**config.mk**
```make
export PLATFORM = sky130hd
export DESIGN_NAME = rx_frame_buf
export DESIGN_NICKNAME = d
export VERILOG_FILES = /design/src/rtl/rxb_pkg.sv /design/src/rtl/rxb_ring.sv /design/src/rtl/rxb_wr_ctrl.sv /design/src/rtl/rx_frame_buf.sv
export SDC_FILE = /design/constraint.sdc
export NUM_CORES = 1
export LEC_CHECK = 0
export BUFFER_PORTS_ARGS = -buffer_cell sky130_fd_sc_hd__buf_2
export CAP_MARGIN = 20
export CORE_UTILIZATION = 50
export DETAILED_ROUTE_END_ITERATION = 10
export GPL_TIMING_DRIVEN = 0
export PLACE_DENSITY = 0.66
export SYNTH_ARGS = -nofsm -noshare
export SYNTH_HDL_FRONTEND = slang
export SYNTH_SLANG_ARGS = --single-unit
```
**constraint.sdc**
```tcl
create_clock -name clk -period 7.9 [get_ports clk]
set_input_delay 1.58 -clock clk [delete_from_list [all_inputs] [get_ports clk]]
set_output_delay 1.58 -clock clk [all_outputs]
set_load 0.01 [all_outputs]
```
**src/rtl/rxb_pkg.sv**
```systemverilog
// Shared types for the receive frame buffer.
// Assumes IPv4 addresses and UDP port numbers keep their protocol widths.
package rxb_pkg;
    localparam int IP_W   = 32;
    localparam int PORT_W = 16;

    // Per-frame record kept in the metadata ring
    typedef struct packed {
        logic [IP_W-1:0]   ip;
        logic [PORT_W-1:0] port;
        logic              bad;
        logic              ovr;
    } rxb_meta_t;

    localparam int META_W = $bits(rxb_meta_t);

    typedef enum logic {
        WR_PASS = 1'b0,
        WR_HOLD = 1'b1
    } rxb_wr_state_e;
endpackage

```
**src/rtl/rxb_ring.sv**
```systemverilog
// Generic ring buffer with a combinational head read and an occupancy count.
// Assumes the caller never pushes when full and never pops when empty.
// Push and pop may happen in the same cycle.
module rxb_ring #(
    parameter int W     = 8,
    parameter int DEPTH = 16,
    localparam int AW   = (DEPTH > 1) ? $clog2(DEPTH) : 1,
    localparam int CW   = $clog2(DEPTH + 1)
) (
    input  logic          clk,
    input  logic          rst_n,
    input  logic          push,
    input  logic [W-1:0]  wdata,
    input  logic          pop,
    output logic [W-1:0]  rdata,
    output logic [CW-1:0] count
);
    logic [W-1:0]  mem [DEPTH];
    logic [AW-1:0] wptr, rptr;

    // Advance a pointer with wrap at DEPTH
    function automatic logic [AW-1:0] nxt(input logic [AW-1:0] p);
        return (p == AW'(DEPTH - 1)) ? '0 : p + 1'b1;
    endfunction

    // Storage write
    always_ff @(posedge clk) begin
        if (push) mem[wptr] <= wdata;
    end

    // Pointer and occupancy update
    always_ff @(posedge clk) begin
        if (!rst_n) begin
            wptr  <= '0;
            rptr  <= '0;
            count <= '0;
        end else begin
            if (push) wptr <= nxt(wptr);
            if (pop)  rptr <= nxt(rptr);
            count <= count + CW'(push) - CW'(pop);
        end
    end

    assign rdata = mem[rptr];

    a_r2_no_pop_empty: assert property (@(posedge clk) disable iff (!rst_n)
        pop |-> (count != '0));
    a_r7_no_push_full: assert property (@(posedge clk) disable iff (!rst_n)
        (push && !pop) |-> (count != CW'(DEPTH)));
endmodule

```
**src/rtl/rxb_wr_ctrl.sv**
```systemverilog
// Write-side controller. It stores incoming words while a spare slot stays
// reserved. The first word that would eat into that slot becomes an overrun
// terminator; after it the controller drops input until released.
// Assumes the data ring count is registered and counts pops conservatively.
module rxb_wr_ctrl
    import rxb_pkg::*;
#(
    parameter int DATA_W = 64,
    parameter int DEPTH  = 16,
    localparam int CW    = $clog2(DEPTH + 1)
) (
    input  logic              clk,
    input  logic              rst_n,
    input  logic              in_valid,
    input  logic [DATA_W-1:0] in_data,
    input  logic              in_last,
    input  logic [IP_W-1:0]   in_src_ip,
    input  logic [PORT_W-1:0] in_src_port,
    input  logic              in_crc_err,
    input  logic              ovr_ack,
    input  logic [CW-1:0]     dcount,
    output logic              dpush,
    output logic [DATA_W:0]   dwdata,
    output logic              mpush,
    output logic [META_W-1:0] mwdata
);
    rxb_wr_state_e state, state_n;
    logic          mid, mid_n;     // discarded frame still arriving
    logic          got, got_n;     // overrun acknowledge seen while held
    rxb_meta_t     meta;

    // Next-state and write decisions
    always_comb begin
        state_n = state;
        mid_n   = mid;
        got_n   = got;
        dpush   = 1'b0;
        dwdata  = '0;
        mpush   = 1'b0;
        meta    = '0;
        case (state)
            WR_PASS: begin
                if (in_valid) begin
                    dpush = 1'b1;
                    if (dcount < CW'(DEPTH - 1)) begin
                        dwdata = {in_last, in_data};
                        if (in_last) begin
                            mpush     = 1'b1;
                            meta.ip   = in_src_ip;
                            meta.port = in_src_port;
                            meta.bad  = in_crc_err;
                        end
                    end else begin
                        dwdata   = {1'b1, {DATA_W{1'b0}}};
                        mpush    = 1'b1;
                        meta.ovr = 1'b1;
                        state_n  = WR_HOLD;
                        mid_n    = !in_last;
                        got_n    = 1'b0;
                    end
                end
            end
            default: begin
                if (in_valid && in_last) mid_n = 1'b0;
                if (ovr_ack) got_n = 1'b1;
                if ((got || ovr_ack) && !mid && (dcount != CW'(DEPTH))) begin
                    state_n = WR_PASS;
                    got_n   = 1'b0;
                end
            end
        endcase
    end

    assign mwdata = meta;

    // State registers
    always_ff @(posedge clk) begin
        if (!rst_n) begin
            state <= WR_PASS;
            mid   <= 1'b0;
            got   <= 1'b0;
        end else begin
            state <= state_n;
            mid   <= mid_n;
            got   <= got_n;
        end
    end

    a_r7_slot_reserved: assert property (@(posedge clk) disable iff (!rst_n)
        (state == WR_PASS) |-> (dcount <= CW'(DEPTH - 1)));
    a_r8_hold_drops: assert property (@(posedge clk) disable iff (!rst_n)
        (state == WR_HOLD) |-> !dpush && !mpush);
    a_r8_release_needs_ack: assert property (@(posedge clk) disable iff (!rst_n)
        ((state == WR_HOLD) && !got && !ovr_ack) |=> (state == WR_HOLD));
endmodule

```
**src/rtl/rx_frame_buf.sv**
```systemverilog
// Receive frame buffer top. Payload words and their end marker go to the
// data ring. One metadata record per frame goes to a ring of equal depth,
// which therefore never overflows. The metadata head is popped when the
// application acknowledges an end-of-frame word.
// Assumes upstream metadata is valid in the cycle of the frame's last word.
module rx_frame_buf
    import rxb_pkg::*;
#(
    parameter int DATA_W = 64,
    parameter int DEPTH  = 16,
    localparam int CW    = $clog2(DEPTH + 1)
) (
    input  logic              clk,
    input  logic              rst_n,
    input  logic              in_valid,
    input  logic [DATA_W-1:0] in_data,
    input  logic              in_last,
    input  logic [31:0]       in_src_ip,
    input  logic [15:0]       in_src_port,
    input  logic              in_crc_err,
    output logic              out_valid,
    output logic [DATA_W-1:0] out_data,
    output logic              out_eof,
    output logic              out_bad,
    output logic              out_ovr,
    output logic [31:0]       out_src_ip,
    output logic [15:0]       out_src_port,
    input  logic              out_ack,
    input  logic              ovr_ack
);
    logic              dpush, mpush, dpop, mpop;
    logic [DATA_W:0]   dwdata, dhead;
    logic [META_W-1:0] mwdata, mhead_raw;
    logic [CW-1:0]     dcount, mcount;
    rxb_meta_t         mhead;

    rxb_wr_ctrl #(.DATA_W(DATA_W), .DEPTH(DEPTH)) u_wr (
        .clk(clk), .rst_n(rst_n),
        .in_valid(in_valid), .in_data(in_data), .in_last(in_last),
        .in_src_ip(in_src_ip), .in_src_port(in_src_port), .in_crc_err(in_crc_err),
        .ovr_ack(ovr_ack), .dcount(dcount),
        .dpush(dpush), .dwdata(dwdata), .mpush(mpush), .mwdata(mwdata)
    );

    rxb_ring #(.W(DATA_W + 1), .DEPTH(DEPTH)) u_data (
        .clk(clk), .rst_n(rst_n), .push(dpush), .wdata(dwdata),
        .pop(dpop), .rdata(dhead), .count(dcount)
    );

    rxb_ring #(.W(META_W), .DEPTH(DEPTH)) u_meta (
        .clk(clk), .rst_n(rst_n), .push(mpush), .wdata(mwdata),
        .pop(mpop), .rdata(mhead_raw), .count(mcount)
    );

    // Read-side presentation and pop strobes
    always_comb begin
        mhead        = mhead_raw;
        out_valid    = (dcount != '0);
        out_data     = dhead[DATA_W-1:0];
        out_eof      = out_valid && dhead[DATA_W];
        out_bad      = out_eof && mhead.bad;
        out_ovr      = out_eof && mhead.ovr;
        out_src_ip   = mhead.ip;
        out_src_port = mhead.port;
        dpop         = out_ack && out_valid;
        mpop         = dpop && dhead[DATA_W];
    end

    a_r3_hold_word: assert property (@(posedge clk) disable iff (!rst_n)
        (out_valid && !out_ack) |=> out_valid && $stable(out_data) && $stable(out_eof));
    a_r6_meta_present: assert property (@(posedge clk) disable iff (!rst_n)
        out_eof |-> (mcount != '0));
    a_r4_meta_not_ahead: assert property (@(posedge clk) disable iff (!rst_n)
        mcount <= dcount);
endmodule

```
==> results.txt, run 1 <==
# rows - 138
Sequential-to-total area share from yosys stat - 78.2%
Vias in the first global route - 35,500
Final Setup Violations - 0
Tot GR Track Use - 24.6%
Root Driver - clkbuf_16
Max Slew Vio Count - 0
CP Data Arrival Time - 4070 ps
Nets - 3,564
Yosys reg bits - 1,872
Synthesized area per cell - 24.6 um2
Largest net degree at the start of global routing - 42
Worst r2r dst - u_data.mem[2][30]
Met3 global-route usage - 5.24%
Initial Utilization - 50.4%
Global Route met2 Usage - 40.3%
Worst skew pair latency - 810 ps
Hold slack - 529 ps
Max-cap check violation count - 0
Final ANT Viol Nets - 0
Final-report hold violation count - 0
Clock Sink Count - 1,872
Syn_nets - 3,048
Port buffer count - 234
I/O pin cnt - 235
Layout cell share with drive strength beyond 1 - 35.2%
DP Area - 0.0769 mm2
Synth area leader - edfxtp_1
First-pass GRT wire length - 251 mm
H-tree levels - 4
Crit-path max FO - 10
Post-synth EDFFs - 1,840
HP Class - reg -> reg
Height of the die - 380 um
Outcome - complete, no violations
Netlist Area Pre-Place - 0.0715 mm2
Grt ovf - 0
Ys async rst share - 0%
# DRC - 0
Final instance area - 0.0830 mm2
DRT Pass-1 Iters - 7
Cts hold-fix bufs - 0
Num CTS Buffers - 182
Clock slew seen by the registers of the worst setup and hold paths - 70 ps
Most Used Layer, Global Route - met2
Synth warn - 0
Core region area - 0.142 mm2
R2r startpoint - u_wr.state
WS Path Type - reg -> out
PwrDens - 292 mW/mm2
Final Skew - 40.7 ps
Crit path capture - out_src_ip[0]
Post-synth top area share - 77.3%
Total power - 0.0242 W
DP Wirelength - 107 mm
PnR worst setup slack - 2250 ps
Die area - 0.144 mm2
Startpoint types - flip-flop
Static Leak - 26.5 nW
Crit path capture type - output pin
Met1 Use GR - 33.6%
DR iter-0 viols - 4,220
PostCTS Resize Cnt - 0
Worst Tran Pin Value - 1230 ps
Total routed wirelength - 177 mm
Routed len/inst - 32.3 um
Setup Buffers After CTS - 0
Reg2Reg Depth - 9
Initial antenna violation count - 9
RSZ-0062 raised after global routing - false
Worst slack, placed - 2430 ps
Mapped Cells - 2,911
Via-to-Cell Ratio - 6.22
Die W - 380 um
Period Utilization, post-route - 71.5%
Cell variety after synth - 40
CTS tree - done
Max Clk Rate - 0.177 GHz
R2R Setup Slk - 3640 ps
Largest cells by area after synthesis - edfxtp_1, mux4_2, and3_1
Worst vdd ir - 0.214 mV
Top_reg_cell synth - edfxtp_1
Final min period - 5650 ps
GPL Wtd Cong - 0.793
P&R area growth vs syn - 16.1%
WP data required - 6320 ps
Bufs on Longest Clock Path - 3
Rel. slew slack - 17.9%
Vias - 34,100
## through the flow
stage                     utilization (%)  setup TNS (ps)  cells
after global placement               52.9        -3747930   5035
after CTS                            58.5               0   5464
after global routing                 58.5               0   5468
after floorplan                         -               0   2911
after detailed placement             54.3               0   5130
final                                58.5               0   5472
## Yosys cell counts, types with 12 or more instances
cell type / instances
buf_2: 38
edfxtp_1: 1840
a21oi_1: 13
buf_6: 17
and3_1: 117
nor2_1: 38
buf_1: 13
nand2_1: 20
inv_1: 12
buf_4: 12
mux4_2: 570
dfxtp_1: 32
and2_1: 20
ha_1: 17
clkbuf_1: 79
## routing by layer
metal | vias to the layer above | wire, um
li1 | 13600 | -
met1 | 18300 | 67500
met2 | 1880 | 88100
met3 | 262 | 16900
met4 | 10 | 4190
met5 | - | 61
## worst min path at each step
| stage | startpoint | to | slack (ps) | cells past startpoint |
|---|---|---|---|---|
| after global routing | u_wr.got | u_wr.got | 550 | 2 |
| after global placement | u_wr.got | u_wr.got | 460 | 2 |
| final | u_data.wptr[1] | u_data.wptr[1] | 530 | 2 |
| after CTS | u_wr.got | u_wr.got | 520 | 2 |
| after detailed placement | u_wr.got | u_wr.got | 510 | 2 |
| after floorplan | u_wr.got | u_wr.got | 450 | 2 |
## cell usage in the layout, fill, tap and decap left out, types with 5 or more instances in the layout
cell type,Yosys,final
nor2_1,38,26
buf_16,0,25
and2_1,20,8
clkbuf_1,79,111
buf_12,0,30
dfxtp_1,32,32
ha_1,17,17
clkinvlp_4,0,7
and2_4,0,12
buf_1,13,13
diode_2,0,5
clkbuf_16,0,188
bufinv_16,0,18
and3_1,117,113
mux2i_1,11,11
a21oi_1,13,13
buf_4,12,15
inv_1,12,12
edfxtp_1,1840,1840
nor2b_1,5,5
mux4_2,570,570
o21ai_0,5,5
buf_2,38,272
nand3_1,6,6
nand2_1,20,20
nor2_4,0,12
buf_6,17,54
clkinv_2,0,30
xor2_1,5,5
clkinv_1,1,45
## logic make-up after synthesis
family	share of synthesized area, %
compound gates	0.334
xor+xnor	0.110
fa+ha+maj	0.326
buf+inv	1.21
flops	78.2
mux	18.1
simple gates	1.72
## registers in the layout, summed over array words and instances, names as in the netlist, named ones only
register / flops
u_data.count: 5
u_data.mem: 1040
u_data.rptr: 4
u_data.wptr: 4
u_meta.mem: 800
u_meta.rptr: 4
u_meta.wptr: 4
u_wr.got: 1
u_wr.mid: 1
u_wr.state: 1
## power by group
part | switching, W | total (W) | leakage (nW) | internal (W)
combinational | 0.00229 | 0.00413 | 6.44 | 0.00183
sequential | 0.0000733 | 0.0115 | 17.2 | 0.0114
clock | 0.00369 | 0.00866 | 2.91 | 0.00497
total | 0.00606 | 0.0242 | 26.5 | 0.0182
## critical path: stages, from the launching register on
cell	delay [ps]
dfxtp_1	340
clkbuf_1	270
clkbuf_1	650
clkbuf_1	820
mux4_2	430
mux4_2	570
buf_2	180
## area by class of cell
type / instances / area (um2)
Fill cell: 9713 / 58800
Tap cell: 1890 / 2360
Multi-Input combinational cell: 867 / 14900
Timing Repair Buffer: 332 / 2940
Clock buffer: 222 / 4850
Sequential cell: 1872 / 55900
Antenna cell: 5 / 12.5
Inverter: 13 / 48.8
Buffer: 159 / 817
Clock inverter: 112 / 1150
Power figures use the tool's default switching activity.
==> inputs of run 2 (changes only) <==
==> constraint.sdc (replaced) <==
create_clock -name clk -period 5.5 [get_ports clk]
set_input_delay 1.1 -clock clk [delete_from_list [all_inputs] [get_ports clk]]
set_output_delay 1.1 -clock clk [all_outputs]
set_load 0.01 [all_outputs]
==> run 2 against run 1 <==
Clock power grew 39%; critical path depth is the same; non-clock buffer count shrank 14; total power grew 42%; clock skew shrank 5.2 ps; design area shrank 0.21%; worst hold slack lost 23 ps; cell count shrank 0.18%; die area is the same; routed wire length shrank 0.96%; combinational power grew 43%; first-iteration DRC count shrank 2.3%; critical path type unchanged.
==> results.txt, run 2 (same netlist as run 1, synthesis figures left out) <==
Crit path capture type - output pin
Port buffer count - 234 (unchanged)
Worst slack, placed - 726 ps (-1700 ps)
PostCTS Resize Cnt - 0 (unchanged)
Rel. slew slack - 24.3% (+6.4 points)
Num CTS Buffers - 183 (+0.55%)
Worst vdd ir - 0.340 mV (+58%)
CTS tree - done
Clock Sink Count - 1,872 (unchanged)
Outcome - complete, no violations
Initial antenna violation count - 14 (+5)
Final-report hold violation count - 0 (unchanged)
Layout cell share with drive strength beyond 1 - 34.6% (-0.61 points)
DP Wirelength - 105 mm (-1.3%)
Die area - 0.144 mm2 (unchanged)
Nets - 3,551 (-0.36%)
Max FFs per register - 1,040 (unchanged)
Final Skew - 35.4 ps (-5.24 ps)
DR iter-0 viols - 4,125 (-2.3%)
Leading cell type in the layout, fill and taps excluded - edfxtp_1
# placed instances - 5,115 (-0.29%)
Crit-path max FO - 10 (unchanged)
Startpoint types - flip-flop
DRT Pass-1 Iters - 5 (-2)
Core region area - 0.142 mm2 (unchanged)
Initial Utilization - 50.4% (unchanged)
H-tree levels - 4 (unchanged)
Largest Register - u_data.mem
First-pass GRT wire length - 248 mm (-1.5%)
Static Leak - 26.4 nW (-0.52%)
Total power - 0.0344 W (+42%)
Height of the die - 380 um (unchanged)
Vias in the first global route - 34,900 (-1.7%)
Final min period - 5070 ps
WS Path Type - reg -> out
Commonest non-fill, non-tap cells in the layout - edfxtp_1, mux4_2, buf_2
Clock slew seen by the registers of the worst setup and hold paths - 60 ps (about the same)
Grt ovf - 0 (unchanged)
HP Class - reg -> reg
Largest net degree at the start of global routing - 40 (-4.8%)
Non-Filler Instances - 5,462 (-0.18%)
Largest regs - u_data.mem: 1040 flops, u_meta.mem: 800 flops, u_data.count: 5 flops
Root Driver - clkbuf_16
GPL Wtd Cong - 0.800 (+0.95%)
Worst Tran Pin Value - 1140 ps (-95.8 ps)
RSZ-0062 raised after global routing - false
# rows - 138 (unchanged)
Routed len/inst - 32.0 um (-0.78%)
PwrDens - 415 mW/mm2 (+42%)
Via-to-Cell Ratio - 6.22 (about the same)
CP Data Arrival Time - 3970 ps (-100 ps)
P&R area growth vs syn - 15.8%
Layout fillers - 9,789 (+0.78%)
Hold slack - 506 ps (-23.0 ps)
Max-cap check violation count - 0 (unchanged)
Vias - 34,000 (-0.20%)
Tot GR Track Use - 24.3% (-0.26 points)
Die W - 380 um (unchanged)
Cts hold-fix bufs - 0 (unchanged)
Final Setup Violations - 0 (unchanged)
Total routed wirelength - 175 mm (-0.96%)
Max Slew Vio Count - 0 (unchanged)
WP data required - 4400 ps (-1920 ps)
Setup Buffers After CTS - 0 (unchanged)
Worst skew pair latency - 830 ps (+20 ps)
Final ANT Viol Nets - 0 (unchanged)
PnR worst setup slack - 425 ps (-1820 ps)
# DRC - 0 (unchanged)
Max Clk Rate - 0.197 GHz
Bufs on Longest Clock Path - 3 (unchanged)
I/O pin cnt - 235 (unchanged)
Period Utilization, post-route - 92.3%
[run 2: cell types whose count changed in the layout (fill, tap and decap cells not counted), moves of 7 or more]
cell and change:
buf_12 +7, buf_6 -36, buf_8 +13, bufinv_16 -8, clkbuf_1 +12
[run 2: layout make-up]
class,count,area (um2),share of cell area [%]
multi-input cells,867,14900,18.0
diodes,4,10.0,0.0121
repair buffers,318,2970,3.59
inverters,13,48.8,0.0589
well taps,1890,2360,2.86
clock buffers,233,4890,5.91
plain buffers,159,817,0.987
clock inverters,106,886,1.07
flip-flops and latches,1872,55900,67.5
[run 2: worst max-delay path, stage by stage (launching register included)]
cell,delay [ps]
dfxtp_1,330
clkbuf_1,320
clkbuf_1,590
clkbuf_1,780
mux4_2,420
mux4_2,550
buf_2,170
[run 2: per-stage QoR]
stage / utilization [%] / instance area [um2] / TNS, ps
floorplan: - / 71500 / 0
global placement: 52.9 / 75000 / -5486660
detailed placement: 54.3 / 77000 / 0
CTS: 58.4 / 82700 / 0
global route: 58.4 / 82800 / 0
finish: 58.4 / 82800 / 0
[run 2: per-layer routing]
| metal | part of all wire [%] | vias to the layer above | global-route usage, % |
|---|---|---|---|
| met5 | 0.035 | - | 0 |
| met4 | 2.6 | 10 | 7.03 |
| met3 | 8.7 | 281 | 4.90 |
| met2 | 50 | 1706 | 40.0 |
| met1 | 38 | 18400 | 33.1 |
| li1 | - | 13600 | - |
[run 2: power breakdown]
part / leakage [nW] / internal [W] / switching [W]
clock network: 2.82 / 0.00678 / 0.00524
registers: 17.2 / 0.0164 / 0.000103
logic: 6.39 / 0.00263 / 0.00327
total: 26.4 / 0.0258 / 0.00861
[run 2: final timing paths]
path	start	endpoint	slack (ps)	depth (start not counted)
setup / recovery	flip-flop	out_src_port[12]	430	6
hold / removal	u_wr.got	u_wr.got	510	2
setup reg to reg	u_wr.state	u_data.mem[0][23]	1580	10
hold reg to reg	u_wr.got	u_wr.got	510	2
